===== src/rtl/regwin_pkg.sv =====
package regwin_pkg;

    // Controller states; order is irrelevant to behaviour.
    typedef enum logic [1:0] {
        ST_IDLE,
        ST_SELECT,
        ST_ACCESS,
        ST_RESPOND
    } xl_state_t;

endpackage


===== src/rtl/regwin_map.sv =====
// Offset classification and address translation for one request.
module regwin_map #(
    parameter int              AW        = 32,
    parameter int              WIN_SHIFT = 19,
    parameter int              WIN_BITS  = 6,
    parameter logic [AW-1:0]   BASE_ADDR = 32'h1000_0000
) (
    input  logic                 enable,
    input  logic [AW-1:0]        offset,
    output logic                 windowed,
    output logic [WIN_BITS-1:0]  win_num,
    output logic [AW-1:0]        target_addr
);

    localparam logic [AW-1:0] DIRECT_LIMIT = {{(AW-1){1'b0}}, 1'b1} << WIN_SHIFT;
    localparam logic [AW-1:0] APER_MASK    = DIRECT_LIMIT - 1'b1;

    logic [AW-1:0] aperture_addr;
    logic [AW-1:0] direct_addr;

    always_comb begin
        windowed      = enable && (offset >= DIRECT_LIMIT);
        win_num       = offset[WIN_SHIFT +: WIN_BITS];
        direct_addr   = BASE_ADDR + offset;
        aperture_addr = BASE_ADDR + DIRECT_LIMIT + (offset & APER_MASK);
        target_addr   = windowed ? aperture_addr : direct_addr;
    end

endmodule


===== src/rtl/regwin_cache.sv =====
// Remembers the last programmed window; invalid after reset.
module regwin_cache #(
    parameter int WIN_BITS = 6
) (
    input  logic                 clk,
    input  logic                 rst_n,
    input  logic                 load,
    input  logic [WIN_BITS-1:0]  load_win,
    input  logic [WIN_BITS-1:0]  probe_win,
    output logic                 hit
);

    logic                valid_q;
    logic [WIN_BITS-1:0] win_q;

    always_ff @(posedge clk) begin
        if (!rst_n) begin
            valid_q <= 1'b0;
            win_q   <= '0;
        end else if (load) begin
            valid_q <= 1'b1;
            win_q   <= load_win;
        end
    end

    always_comb begin
        hit = valid_q && (win_q == probe_win);
    end

endmodule


===== src/rtl/regwin_xlate.sv =====
module regwin_xlate #(
    parameter int              AW         = 32,
    parameter int              DW         = 32,
    parameter int              WIN_SHIFT  = 19,
    parameter int              WIN_BITS   = 6,
    parameter int              EN_BIT     = 31,
    parameter logic [AW-1:0]   BASE_ADDR  = 32'h1000_0000,
    parameter logic [AW-1:0]   SEL_OFFSET = 32'h0000_310C
) (
    input  logic           clk,
    input  logic           rst_n,
    input  logic           win_enable,
    input  logic           m_valid,
    output logic           m_ready,
    input  logic           m_write,
    input  logic [AW-1:0]  m_offset,
    input  logic [DW-1:0]  m_wdata,
    output logic           r_valid,
    input  logic           r_ready,
    output logic [DW-1:0]  r_rdata,
    output logic           d_valid,
    input  logic           d_ready,
    output logic           d_write,
    output logic [AW-1:0]  d_addr,
    output logic [DW-1:0]  d_wdata,
    input  logic [DW-1:0]  d_rdata
);

    import regwin_pkg::*;

    localparam logic [AW-1:0] SEL_ADDR = BASE_ADDR + SEL_OFFSET;
    localparam logic [DW-1:0] EN_FLAG  = {{(DW-1){1'b0}}, 1'b1} << EN_BIT;

    xl_state_t state_q, state_d;

    // Captured request
    logic                req_write_q;
    logic [DW-1:0]       req_wdata_q;
    logic [AW-1:0]       req_addr_q;
    logic [WIN_BITS-1:0] req_win_q;
    logic [DW-1:0]       rdata_q;

    // Classification of the incoming request
    logic                in_windowed;
    logic [WIN_BITS-1:0] in_win;
    logic [AW-1:0]       in_addr;
    logic                cache_hit;
    logic                cache_load;
    logic                accept;

    regwin_map #(
        .AW        (AW),
        .WIN_SHIFT (WIN_SHIFT),
        .WIN_BITS  (WIN_BITS),
        .BASE_ADDR (BASE_ADDR)
    ) u_map (
        .enable      (win_enable),
        .offset      (m_offset),
        .windowed    (in_windowed),
        .win_num     (in_win),
        .target_addr (in_addr)
    );

    regwin_cache #(
        .WIN_BITS (WIN_BITS)
    ) u_cache (
        .clk       (clk),
        .rst_n     (rst_n),
        .load      (cache_load),
        .load_win  (req_win_q),
        .probe_win (in_win),
        .hit       (cache_hit)
    );

    assign accept     = m_valid && (state_q == ST_IDLE);
    assign cache_load = (state_q == ST_SELECT) && d_ready;

    // State register
    always_ff @(posedge clk) begin
        if (!rst_n) begin
            state_q <= ST_IDLE;
        end else begin
            state_q <= state_d;
        end
    end

    // Next-state logic
    always_comb begin
        state_d = state_q;
        unique case (state_q)
            ST_IDLE: begin
                if (m_valid) begin
                    if (in_windowed && !cache_hit) begin
                        state_d = ST_SELECT;     // miss
                    end else begin
                        state_d = ST_ACCESS;     // hit/direct
                    end
                end
            end
            ST_SELECT: begin
                if (d_ready) state_d = ST_ACCESS;   // select done
            end
            ST_ACCESS: begin
                if (d_ready) state_d = ST_RESPOND;  // access done
            end
            ST_RESPOND: begin
                if (r_ready) state_d = ST_IDLE;     // response taken
            end
            default: state_d = ST_IDLE;
        endcase
    end

    // Request capture and read-data capture
    always_ff @(posedge clk) begin
        if (!rst_n) begin
            req_write_q <= 1'b0;
            req_wdata_q <= '0;
            req_addr_q  <= '0;
            req_win_q   <= '0;
            rdata_q     <= '0;
        end else begin
            if (accept) begin
                req_write_q <= m_write;
                req_wdata_q <= m_wdata;
                req_addr_q  <= in_addr;
                req_win_q   <= in_win;
            end
            if ((state_q == ST_ACCESS) && d_ready) begin
                rdata_q <= req_write_q ? '0 : d_rdata;
            end
        end
    end

    // Outputs
    always_comb begin
        m_ready = 1'b0;
        r_valid = 1'b0;
        d_valid = 1'b0;
        d_write = 1'b0;
        d_addr  = '0;
        d_wdata = '0;
        unique case (state_q)
            ST_IDLE: begin
                m_ready = 1'b1;
            end
            ST_SELECT: begin
                d_valid = 1'b1;
                d_write = 1'b1;
                d_addr  = SEL_ADDR;
                d_wdata = EN_FLAG | {{(DW-WIN_BITS){1'b0}}, req_win_q};
            end
            ST_ACCESS: begin
                d_valid = 1'b1;
                d_write = req_write_q;
                d_addr  = req_addr_q;
                d_wdata = req_write_q ? req_wdata_q : '0;
            end
            ST_RESPOND: begin
                r_valid = 1'b1;
            end
            default: begin
                m_ready = 1'b0;
            end
        endcase
    end

    assign r_rdata = rdata_q;


    hold_while_stalled_chk: assert property (@(posedge clk) disable iff (!rst_n)
        (d_valid && !d_ready) |=> (d_valid && $stable(d_addr) && $stable(d_write) && $stable(d_wdata)));


    select_then_access_chk: assert property (@(posedge clk) disable iff (!rst_n)
        (d_valid && d_ready && d_addr == SEL_ADDR && state_q == ST_SELECT) |=> (d_valid && state_q == ST_ACCESS));


    busy_after_accept_chk: assert property (@(posedge clk) disable iff (!rst_n)
        (m_valid && m_ready) |=> !m_ready);


    response_after_access_chk: assert property (@(posedge clk) disable iff (!rst_n)
        $rose(r_valid) |-> $past(d_valid && d_ready));


    cache_primed_chk: assert property (@(posedge clk) disable iff (!rst_n)
        cache_load |=> (state_q == ST_ACCESS));

endmodule


===== config.mk =====
export PLATFORM = sky130hd
export DESIGN_NAME = regwin_xlate
export DESIGN_NICKNAME = d
export VERILOG_FILES = /design/src/rtl/regwin_pkg.sv /design/src/rtl/regwin_map.sv /design/src/rtl/regwin_cache.sv /design/src/rtl/regwin_xlate.sv
export SDC_FILE = /design/constraint.sdc
export NUM_CORES = 1
export LEC_CHECK = 0
export ABC_AREA = 0
export CORE_UTILIZATION = 45
export DETAILED_ROUTE_END_ITERATION = 10
export HOLD_SLACK_MARGIN = 0.15
export PLACE_DENSITY = 0.87
export SYNTH_ARGS = -nofsm -noshare
export SYNTH_HDL_FRONTEND = slang
export SYNTH_SLANG_ARGS = --single-unit

===== constraint.sdc =====
create_clock -name clk -period 3.1 [get_ports clk]
set_clock_uncertainty 0.05 [all_clocks]
set_input_delay 0.465 -clock clk [delete_from_list [all_inputs] [get_ports clk]]
set_output_delay 0.465 -clock clk [all_outputs]
set_load 0.01 [all_outputs]

* After elaboration in Yosys (flattened, before gate mapping) *
Cells that the tools add are included.

operators by class
  shift operators = 0
  div/mod/pow operators = 0
  multiply operators = 0
  order comparisons = 1
  eq/ne operators = 8
  bitwise gates (word level) = 0
  mux-type cells = 15
  reduce and logical (&&, ||, !) cells = 10
  add/subtract/negate cells = 2

operators with widths
  cell                      count
  $pmux W32 S2              2
  $mux W32                  3
  $add A29 B32 Y32 const A  1
  $ge A32 B20 Y1 const B    1
  $add A29 B19 Y30 const A  1
  $mux W2                   5
  $ne A2 B2 Y1 const B      4
  $pmux W2 S4               1
  $eq A6 B6 Y1              1
  $logic_and A1 B1 Y1       6
  $eq A2 B2 Y1 const B      2
  $reduce_and A4 Y1         1
  $mux W1                   3
  $eq A2 B1 Y1 const B      1
  $logic_not A2 Y1          1
  $pmux W1 S2               1
  $reduce_or A2 Y1          1
  $logic_not A1 Y1          1

storage, ports and cells
  flip-flop bits (word level) = 112
  memory bits (writable) = 0
  output and inout port bits = 100
  logic and storage cells = 44
  memories kept = 0
  ROM bits = 0
  bits in latches = 0

* Longest topological paths before layout *
Gate-level depths: netlist of run 1.

  depth in word-level cells = 7
  depth in mapped cells = 8

* Cells and area by module *
From an unflattened synthesis of run 1, not the netlist that was laid out.

unflattened totals
  cells, all modules = 649
  area, all modules = 5381.4 um2

by module, submodules not included
  module        sequential area each (um2)  cells an instance  area each (um2)  times used
  regwin_xlate  2102.0                      566                4644.5           1
  regwin_map    0.0                         54                 412.9            1
  regwin_cache  140.1                       29                 324.1            1

* Worst setup path before layout of run 1 *
No wires, ideal clock.

  kind = register -> output
  from = register state_q[1]
  to = output d_wdata[11]
  arrival time = 1.450 ns
  data required time = 2.585 ns
  path slack = 1.135 ns
  buffers on the path = 1
  cell stages (with the launch flop) = 6
  cells stage by stage = dfxtp_1 > inv_1 > ha_1 > and3_1 > clkbuf_1 > and2_1

between the ends
  cells in the longest elaborated chain, start to end = 2
  elaborated cells between the ends (all ways) = 3
  those cells by class = eq/ne: 2; mux: 1

ends and longest elaborated chain
  item                                          RTL line             RTL
  start, declared                               regwin_xlate.sv:34   xl_state_t state_q, state_d;
  start signal, assigned                        regwin_xlate.sv:83   state_q <= state_d;
  $eq A2 B2 Y1 or $eq A2 B1 Y1 (tied branches)  regwin_xlate.sv:142  unique case (state_q)
  $pmux W32 S2 (*)                              regwin_xlate.sv:142
  end, declared                                 regwin_xlate.sv:25   output logic [DW-1:0] d_wdata,

Every way passes the cells marked *; elsewhere a longest branch is shown, timed or not.

* Worst setup path after layout of run 1 *
  from = register state_q[0]
  to = output d_wdata[2]

The elaborated chain is that of the path after synthesis.

==> metrics.cfg, run 1 <==
[hold_path]
hp-class=reg2reg

[power_and_ir_drop]
intPower_mw=2.72
p_seq_share_pct=43.3
combinationalPowerShare_pct=35.1
net-switching-power_mw=1.43
p_per_area_nw_per_um2=567
clockPowerShare_pct=21.6
switching_share_pct=34.4
max-vdd-ir-drop_uv=334
p_leak_nw=2.61

[route]
via_per_inst=5.10
routed_wl_um=13600
drt_pass1_iterations=4
vias=4678
drtIter0Drc=242
postRouteAntennaNets=0
drc_errors=0
wire_per_inst_um=14.8

[timing]
max_freq_mhz=340
fin_ws_ns=0.163
tns_ns=0
grt_setup_unrepaired=false
period_share_pct=94.7
hold_viol=0
maxSlewViolCount=0
setup_viol=0
finalCriticalPeriod_ns=2.94
worst_pin_slew_ns=0.571
relSlewSlack_pct=62.0

[global_routing]
grt_pass1_vias=4379
grtUsageTotal_pct=23.2
antenna_found_initial=0
grt_max_degree=65
grt-ovfl-total=0
grt_pass1_wl_um=21200

[worst_setup_path]
cp-start-kind=flop
cp_data_required_time_ns=2.58
worstSetupPathType=reg2out
cp_slowest_cell=clkdlybuf4s50_1
arrival_ns=2.42
cp_slowest_stage_delay_ns=0.58
worstPathMaxFanout=28
crit_chain=inv_1 > ha_1 > buf_6 > and2_2 > a22oi_1 > nor2b_1 > clkdlybuf4s50_1
cp-end-kind=primary output

[final_layout]
multi_input_area_um2=2560
final_cells=917
nFillCells=867
nets=882
area_delta_synth_final_pct=46.2
drive_above_1_share_pct=4.90
seqCellArea_um2=2240
post-route-util_pct=67.5

[yosys]
syn_inst=594
synth_area_um2=5010
synthArstFlopShare_pct=0
yosys_warnings=0
ys_ff_latch=112
avgSynthCellArea_um2=8.43
yosysSeqAreaShare_pct=44.8
synth_nets=705
ys_types=34
synth_ff_type=dfxtp_1
synth-edff-count=0

[floorplan]
core-area_um2=10800
die_w_um=107
initial_core_util_pct=46.2
rows=38
die-area_um2=11600
num_io_pins=203
fp.dieH_um=107

[clock_network]
clock_path_buffers=2
post_cts_buffers=0
cts_buffers=9
hold_buffers=0
htreeDepth=3
clkSlewWorstSetupHoldPaths_ns=0.11
numClockSinks=112
clock_latency_ns=0.37
post_cts_resized=1
cts_root_buffer=clkbuf_8
cts_tree=built

[run_status]
status=finished, final reports clean

[place]
place_congestion=0.817
dp.cells=900
dp_hpwl_um=9820
port_buffers=202
pre_cts_slack_ns=0.388

[run]
drv_cap=0

[cells by family after synthesis]
kind of cell,synth area share [%]
XOR/XNOR,1.40
flip-flops,44.8
AO/OA/AOI/OAI,18.3
AND/OR/NAND/NOR,29.3
adder cells (fa/ha/maj),2.00
buffers and inverters,4.25
[Yosys cell counts (all sizes together), types with 5 or more instances]
cell / number / area, um^2
a22oi: 6 / 45.0
inv: 5 / 18.8
ha: 8 / 100
buf: 5 / 36.3
nand3: 10 / 50.1
a21boi: 66 / 495
nor2b: 46 / 288
and2: 54 / 338
nor3b: 32 / 240
a22o: 9 / 78.8
dfxtp: 112 / 2240
nand2: 128 / 480
clkbuf: 42 / 158
a21oi: 40 / 200
[state kept, by name, summed over array words and instances (netlist names)]
name,count
req_win_q,6
req_addr_q,32
req_wdata_q,32
u_cache.win_q,6
u_cache.valid_q,1
req_write_q,1
r_rdata,32
state_q,2
[critical path: cells and delay by family, from the launching register on]
family                     cells  cell delay (ns)
adders and majority gates      1             0.24
DFF                            1             0.35
and+or+nand+nor                2             0.42
AOI/OAI and AO/OA              1             0.10
buffers and inverters          3             0.94
[power groups by stage]
stage          Combinational, mW  Clock [mW]  Sequential [mW]
2_1_floorplan              0.828           0             1.81
3_3_place_gp                1.41           0             1.82
3_5_place_dp                1.46           0             1.82
4_1_cts                     1.46       0.907             1.79
5_1_grt                     1.60       0.968             1.82
6_report                    1.46       0.898             1.80
[per-layer routing]
| layer | track usage, % | vias up | wire (um) |
|---|---|---|---|
| met2 | 40.7 | 168 | 6690 |
| met5 | 0 | - | 0 |
| met1 | 27.2 | 2174 | 5600 |
| li1 | - | 2311 | - |
| met4 | 8.41 | 0 | 299 |
| met3 | 5.75 | 25 | 995 |
[layout by cell type (no fill, tap or decap), types with 2 or more instances in the layout]
cell type	netlist	final
o21ai_0	3	3
xor2_1	4	4
clkbuf_8	0	9
o21a_1	2	2
inv_1	5	5
a22o_1	9	9
clkinvlp_4	0	2
xnor2_1	4	4
a21oi_1	40	40
clkdlybuf4s50_1	0	201
nor2_1	4	4
nand2_1	128	126
dfxtp_1	112	112
nand2_2	0	2
nand3_1	10	10
buf_4	0	9
a21boi_0	66	66
and2_1	54	52
ha_1	8	8
a22oi_1	6	6
nor3b_1	32	32
and2_2	0	2
nor2b_1	46	46
[path summary, 6_finish.rpt]
path | cells past startpoint | startpoint | slack (ns) | to
min | 2 | req_addr_q[4]$_SDFFE_PN0P_ | 0.42 | req_addr_q[4]$_SDFFE_PN0P_
max reg2reg | 8 | state_q[0]$_SDFFE_PN0P_ | 1.07 | r_rdata[8]$_SDFFE_PN0P_
min reg2reg | 2 | req_addr_q[4]$_SDFFE_PN0P_ | 0.42 | req_addr_q[4]$_SDFFE_PN0P_
max | 7 | state_q[0]$_SDFFE_PN0P_ | 0.16 | d_wdata[2]
[through the flow]
| step | power [mW] | hold WS, ns | cell area, um^2 |
|---|---|---|---|
| after global routing | 4.39 | 0.440 | 7320 |
| final | 4.15 | 0.417 | 7320 |
| after floorplan | 2.63 | 0.386 | 5010 |
| after CTS | 4.17 | 0.417 | 7310 |
| after detailed placement | 3.29 | 0.402 | 7110 |
| after global placement | 3.22 | 0.398 | 7110 |
[area by class of cell]
class	instances	area share (%)
Multi-Input combinational cell	430	35.0
Sequential cell	112	30.6
Timing Repair Buffer	213	28.9
Tap cell	140	2.39
Clock buffer	9	1.69
Clock inverter	7	1.08
Inverter	5	0.256
Antenna cell	1	0.0342
No activity file was read; power rests on OpenSTA's default activity.
==> run 2: changes to the inputs <==
--- a/config.mk
+++ b/config.mk
@@ -6,10 +6,10 @@
 export NUM_CORES = 1
 export LEC_CHECK = 0
 export ABC_AREA = 0
-export CORE_UTILIZATION = 45
+export CORE_UTILIZATION = 39
 export DETAILED_ROUTE_END_ITERATION = 10
 export HOLD_SLACK_MARGIN = 0.15
-export PLACE_DENSITY = 0.87
+export PLACE_DENSITY = 0.8
 export SYNTH_ARGS = -nofsm -noshare
 export SYNTH_HDL_FRONTEND = slang
 export SYNTH_SLANG_ARGS = --single-unit
==> constraint.sdc (replaced) <==
create_clock -name clk -period 2.4 [get_ports clk]
set_clock_uncertainty 0.05 [all_clocks]
set_input_delay 0.36 -clock clk [delete_from_list [all_inputs] [get_ports clk]]
set_output_delay 0.36 -clock clk [all_outputs]
set_load 0.01 [all_outputs]
==> metrics.cfg, run 2 (synthesis gave the netlist of run 1 again) <==
[final_layout]
nets=891  ; +1.0%
area_delta_synth_final_pct=51.0
final_design_area_no_fill_um2=7560  ; +3.3%
mostFrequentLayoutCells=clkdlybuf4s50_1, nand2_1, dfxtp_1
final_common_cell=clkdlybuf4s50_1
drive_above_1_share_pct=6.38  ; +1.5 points
n_antenna_cell=0  ; -1

[route]
wire_per_inst_um=14.8  ; -0.10%
vias=4663  ; -0.32%
drtIter0Drc=222  ; -8.3%
postRouteAntennaNets=0  ; unchanged
drt_pass1_iterations=4  ; unchanged
via_per_inst=4.88  ; -4.4%
drc_errors=0  ; unchanged
routed_wl_um=14100  ; +4.1%

[timing]
tns_ns=0  ; unchanged
relSlewSlack_pct=61.6  ; -0.37 points
worst_pin_slew_ns=0.576  ; +0.00557 ns
finalCriticalPeriod_ns=2.32
maxSlewViolCount=0  ; unchanged
hold_viol=0  ; unchanged
period_share_pct=96.7
max_freq_mhz=431
setup_viol=0  ; unchanged
grt_setup_unrepaired=false

[global_routing]
grt_max_degree=65  ; unchanged
grt-ovfl-total=0  ; unchanged
antenna_found_initial=0  ; unchanged
grt_pass1_vias=4540  ; +3.7%
grtUsageTotal_pct=21.2  ; -2.0 points
grt_pass1_wl_um=22100  ; +4.5%

[worst_setup_path]
ff2ff_setup_slack_ns=0.56  ; -0.51 ns
cp-start-kind=flop
cp-end-kind=primary output
endpoint=d_addr[18]
cp_data_required_time_ns=1.99  ; -0.59 ns
worstPathMaxFanout=18  ; -36%
rr_endpoint=r_rdata[17]$_SDFFE_PN0P_
arrival_ns=1.91  ; -0.51 ns
startpoint=state_q[0]$_SDFFE_PN0P_
worstReg2RegStart=state_q[0]$_SDFFE_PN0P_
reg2reg_depth=8  ; unchanged
worstSetupPathType=reg2out

[floorplan]
die-area_um2=13300  ; +15%
core-area_um2=12600  ; +16%
num_io_pins=203  ; unchanged
die_w_um=115  ; +7.3%
rows=41  ; +7.9%
fp.dieH_um=115  ; +7.3%
initial_core_util_pct=39.8  ; -6.4 points

[clock_network]
hold_buffers=0  ; unchanged
clkSlewWorstSetupHoldPaths_ns=0.07  ; -0.04 ns
cts_buffers=9  ; unchanged
htreeDepth=3  ; unchanged
clock_latency_ns=0.35  ; -0.02 ns
cts_tree=built
post_cts_buffers=0  ; unchanged
cts_root_buffer=clkbuf_16
numClockSinks=112  ; unchanged
clock_path_buffers=2  ; unchanged

[hold_path]
holdPathStages=2  ; unchanged
hp-class=reg2reg

[power_and_ir_drop]
p_leak_nw=3.20  ; +23%
p_per_area_nw_per_um2=764  ; +35%
max-vdd-ir-drop_uv=388  ; +16%

[place]
place_congestion=0.807  ; -1.2%
placed_cell_area_um2=7210  ; +1.5%
port_buffers=202  ; unchanged
dp_hpwl_um=10200  ; +3.4%

[run]
drv_cap=0  ; unchanged

[run_status]
status=finished, final reports clean

[run 2: cell type report]
| class | instances | area (um^2) |
|---|---|---|
| clock buffers | 12 | 236 |
| clock inverters | 3 | 43.8 |
| fillers | 1085 | 5010 |
| inverters | 5 | 21.3 |
| multi-input cells | 430 | 2600 |
| flip-flops and latches | 112 | 2240 |
| well taps | 172 | 215 |
| repair buffers | 222 | 2200 |
[run 2: timing repair]
action / 4_1_cts / 5_1_grt
setup endpoints to repair: 65 / 21
gates resized for setup: 50 / 20
hold endpoints to repair: 0 / 0
pin swaps: 1 / 0
[run 2: power breakdown]
| group | switching, mW | internal (mW) |
|---|---|---|
| combinational | 1.06 | 0.928 |
| sequential | 0.172 | 2.16 |
| clock | 0.655 | 0.806 |
[run 2: metal layers]
| layer | GRT usage [%] | part of all wire [%] | wire length (um) | vias up |
|---|---|---|---|---|
| li1 | - | - | - | 2332 |
| met1 | 25.7 | 44 | 6200 | 2160 |
| met2 | 36.3 | 48 | 6770 | 149 |
| met3 | 4.90 | 6.1 | 861 | 22 |
| met4 | 8.66 | 2.2 | 313 | 0 |
| met5 | 0 | 0 | 0 | - |
[run 2: how the worst min path moves through the flow]
stage,start,to
global route,req_addr_q[30]$_SDFFE_PN0P_,req_addr_q[30]$_SDFFE_PN0P_
detailed placement,req_wdata_q[9]$_SDFFE_PN0P_,req_wdata_q[9]$_SDFFE_PN0P_
floorplan,req_addr_q[20]$_SDFFE_PN0P_,req_addr_q[20]$_SDFFE_PN0P_
global placement,req_wdata_q[27]$_SDFFE_PN0P_,req_wdata_q[27]$_SDFFE_PN0P_
finish,req_wdata_q[9]$_SDFFE_PN0P_,req_wdata_q[9]$_SDFFE_PN0P_
CTS,req_wdata_q[9]$_SDFFE_PN0P_,req_wdata_q[9]$_SDFFE_PN0P_
[run 2: critical path, stage by stage, from the launching register on]
cell,delay [ns]
dfxtp_2,0.35
inv_4,0.10
ha_4,0.17
buf_12,0.15
buf_6,0.14
and2_1,0.13
clkdlybuf4s50_1,0.52
[run 2: metrics by stage]
step / cells / hold WS, ns / power [mW] / setup WS, ns / util [%]
6_report: 956 / 0.410 / 5.78 / 0.0798 / 60.1
5_1_grt: 956 / 0.436 / 6.10 / 0.00278 / 60.1
4_1_cts: 956 / 0.414 / 5.79 / 0.00174 / 59.7
3_5_place_dp: 941 / 0.405 / 4.28 / 0.00789 / 57.4
3_3_place_gp: 941 / 0.397 / 4.22 / 0.0572 / 57.4
2_1_floorplan: 594 / 0.386 / 3.40 / 0.540 / -
